--- config.mk ---
export PLATFORM = sky130hd
export DESIGN_NAME = gexc_aggregator
export DESIGN_NICKNAME = d
export VERILOG_FILES = /design/src/rtl/gexc_aggregator.sv
export SDC_FILE = /design/constraint.sdc
export NUM_CORES = 1
export LEC_CHECK = 0
export ABC_AREA = 1
export BUFFER_PORTS_ARGS = -buffer_cell sky130_fd_sc_hd__buf_2
export CAP_MARGIN = 15
export CORE_AREA = 2 2 39 41
export DETAILED_ROUTE_END_ITERATION = 6
export DIE_AREA = 0 0 41 43
export MAX_ROUTING_LAYER = met4
export PLACE_DENSITY_LB_ADDON = 0.08
export SLEW_MARGIN = 20
export SYNTH_ARGS = -nofsm -noshare
export SYNTH_HDL_FRONTEND = slang
export SYNTH_SLANG_ARGS = --single-unit
--- constraint.sdc ---
create_clock -name clk -period 1.6 [get_ports clk]
set_input_delay 0.24 -clock clk [delete_from_list [all_inputs] [get_ports clk]]
set_output_delay 0.24 -clock clk [all_outputs]
set_load 0.02 [all_outputs]
--- src/rtl/gexc_aggregator.sv ---
module gexc_aggregator #(
  parameter int NSRC = 5
) (
  input  logic            clk,
  input  logic            rst_n,
  input  logic            ill_e1,
  input  logic            ill_e2,
  input  logic            sig_mismatch,
  input  logic            sw_req_e1,
  input  logic            sw_req_e2,
  input  logic            host_wr,
  input  logic            host_clr,
  output logic [NSRC-1:0] exc_flags,
  output logic            exc_irq
);

  logic [NSRC-1:0] src_vec;
  logic            clear_cmd;

  assign src_vec   = NSRC'({sw_req_e2, sw_req_e1, sig_mismatch, ill_e2, ill_e1});
  assign clear_cmd = host_wr & host_clr;

  // a source in the clear cycle wins over the clear
  always_ff @(posedge clk or negedge rst_n) begin
    if (!rst_n)         exc_flags <= '0;
    else if (clear_cmd) exc_flags <= src_vec;
    else                exc_flags <= exc_flags | src_vec;
  end

  assign exc_irq = |exc_flags;

  assert_capture_R2: assert property (@(posedge clk) disable iff (!rst_n)
    1'b1 |=> ((exc_flags & $past(src_vec)) == $past(src_vec)));

  assert_sticky_R3: assert property (@(posedge clk) disable iff (!rst_n)
    !clear_cmd |=> ((exc_flags & $past(exc_flags)) == $past(exc_flags)));

  assert_irq_cause_R4: assert property (@(posedge clk) disable iff (!rst_n)
    $rose(exc_irq) |-> ($past(src_vec) != '0));

  assert_clear_R5_R6: assert property (@(posedge clk) disable iff (!rst_n)
    clear_cmd |=> (exc_flags == $past(src_vec)));

  assert_no_spurious_R2: assert property (@(posedge clk) disable iff (!rst_n)
    1'b1 |=> ((exc_flags & ~$past(exc_flags) & ~$past(src_vec)) == '0));

endmodule

==> metrics.cfg <==
[routing]
avgRoutedWirePerCell_um=8.13
drc_errors=0
postRouteWirelength_um=488
via_per_inst=3.35
drtIter0Drc=0
via_count=201
postRouteAntennaNets=0
first_pass_iters=1

[floorplanning]
rows=14
die_y_um=43
initial_core_util_pct=14.7
dieArea_sq_um=1760
coreArea_sq_um=1380
io_pins=15
dieWidth_um=41

[placed_design]
dpl.hpwl_um=423
finalWeightedCongestion=0.600
pre_cts_ws_ns=0.648
io_buffers=14
place_inst=55
place_area_sq_um=294

[final_layout]
n_antenna_cell=0
drive_gt1_share_pct=40.9
largest_register=exc_flags
final_nets=54
fin_cells=60
largest_reg_flops=5
syn_to_final_growth_pct=62.0
reg_top3=exc_flags (5)
finish.utilization_pct=23.9
fin_area_sq_um=330

[setup_path]
r2r_setup_slack_ns=0.99
arrival_ns=0.95
endpoint=exc_irq
path_max_fanout=3
ff2ff_path_depth=2
reg2reg_to=exc_flags[3]$_DFF_PN0_
cp.required_ns=1.36
cp-start-kind=flip-flop
critPathCaptureType=primary output
path_class=reg -> out
r2r_start=exc_flags[3]$_DFF_PN0_
startpoint=exc_flags[2]$_DFF_PN0_

[logic_synthesis]
synth.area.top_cells=dfrtp_1, nand2_1, inv_1
syn_avg_cell_area_sq_um=8.16
synth_ff_type=dfrtp_1
synthSimpleGateAreaFrac_pct=27.6
synth_cells=25
synth_edf_count=0
ys_seq_area_share_pct=61.3
async_flop_share_pct=100
yosysMostFrequentCell=nand2_1
synth.area.mux_share_pct=0
synth_common_cells=nand2_1, inv_1, dfrtp_1
synth_fp_nets=34
synth_top_family_by_area=simple AND/OR/NAND/NOR gates
synthAdderAreaFrac_pct=0
yosysTopAreaCell=dfrtp_1
yosys_warnings=0
synth_compound_area_share_pct=0
netlist_area_sq_um=204
synth_top_area_share_pct=61.3
synthDistinctLibCells=6
ys_ff_latch=5
synth_xor_area_share_pct=0

[sta]
rsz0062_at_grt=false
setup_slack_ns=0.411
max_freq_ghz=0.841
drv_slew=0
period_share_pct=74.3
maxSlewHeadroom_pct=91.1
fin_skew_ns=0
tns_ns=0
period_needed_ns=1.19
setup_violations=0
tightest_slew_ns=0.134
finalHoldViolations=0

[min_path]
min_path_type=in -> reg

[clock_tree]
cts_resized=0
cts_root_buf=clkbuf_4
holdBufCountCts=1
cts_tree=yes
clock_latency_ns=0.24
clk_pin_slew_ns=0.04
cts.path.max_buffers=2
cts_sinks=5
postCtsSetupBuffers=0
htree_levels=1
cts_buffers=3

[grt]
grt_util_all_layers_pct=6.93
grt_max_degree=6
first_global_vias=176
grt-ovfl-total=0
antenna_found_initial=0
grt_first_pass_wirelength_um=717

[pwr]
irDropWorstVdd_v=0.000249
p_leak_uw=0.000191
power_density_nw_per_um2=1000

[outcome]
status=finished clean

[flow_run]
maxCapViolCount=0

-- how the worst min path moves through the flow --
stage	start	end	slack, ns	cells after the start
finish	sw_req_e2	exc_flags[4]$_DFF_PN0_	0.18	3
global route	ill_e2	exc_flags[1]$_DFF_PN0_	0.19	3
CTS	sw_req_e2	exc_flags[4]$_DFF_PN0_	0.17	3
detailed placement	rst_n	exc_flags[0]$_DFF_PN0_	0.07	1
global placement	rst_n	exc_flags[0]$_DFF_PN0_	0.06	1
floorplan	rst_n	exc_flags[0]$_DFF_PN0_	-0.06	0
-- cell families (layout without fill, tap and decap cells) --
family	Yosys count	after routing
DFF	5	5
and+or+nand+nor	14	14
buffers and inverters	6	25
-- layout make-up --
cell class / instances / area, sq um
Clock buffer: 4 / 26.3
Fill cell: 169 / 1050
Inverter: 6 / 22.5
Multi-Input combinational cell: 14 / 56.3
Sequential cell: 5 / 125
Tap cell: 16 / 20.0
Timing Repair Buffer: 15 / 80.1
-- critical path, cell delays in order, from the launching register on --
cell and delay (ns):
dfrtp_1 0.38, nor2_1 0.11, nand3_1 0.06, buf_2 0.16
-- power breakdown --
| group | internal, uW | switching (uW) | leakage (uW) |
|---|---|---|---|
| logic | 19.7 | 27.5 | 0.000126 |
| clock network | 94.1 | 48.7 | 0.0000150 |
| registers | 135 | 5.73 | 0.0000501 |
| total | 249 | 82.0 | 0.000191 |
-- per-stage QoR --
step / hold slack, ns / power (uW)
5_1_grt: 0.188 / 357
3_5_place_dp: 0.0709 / 190
4_1_cts: 0.169 / 343
6_report: 0.181 / 331
2_1_floorplan: -0.0556 / 166
3_3_place_gp: 0.0630 / 189
-- routing by layer --
layer | up-vias | GRT usage, % | wire length [um]
li1 | 110 | - | -
met1 | 83 | 6.54 | 190
met2 | 8 | 10.0 | 239
met3 | 0 | 4.71 | 58
met4 | 0 | 4.00 | 0
met5 | - | - | 0
-- placed cells by master, fill, tap and decap left out --
cell / count
buf_2: 14
nand2_1: 10
inv_1: 6
dfrtp_1: 5
clkbuf_4: 3
nor2_1: 2
nand2_2: 1
nand3_1: 1
clkbuf_1: 1
dlygate4sd3_1: 1
(Power assumes the default switching activity.)
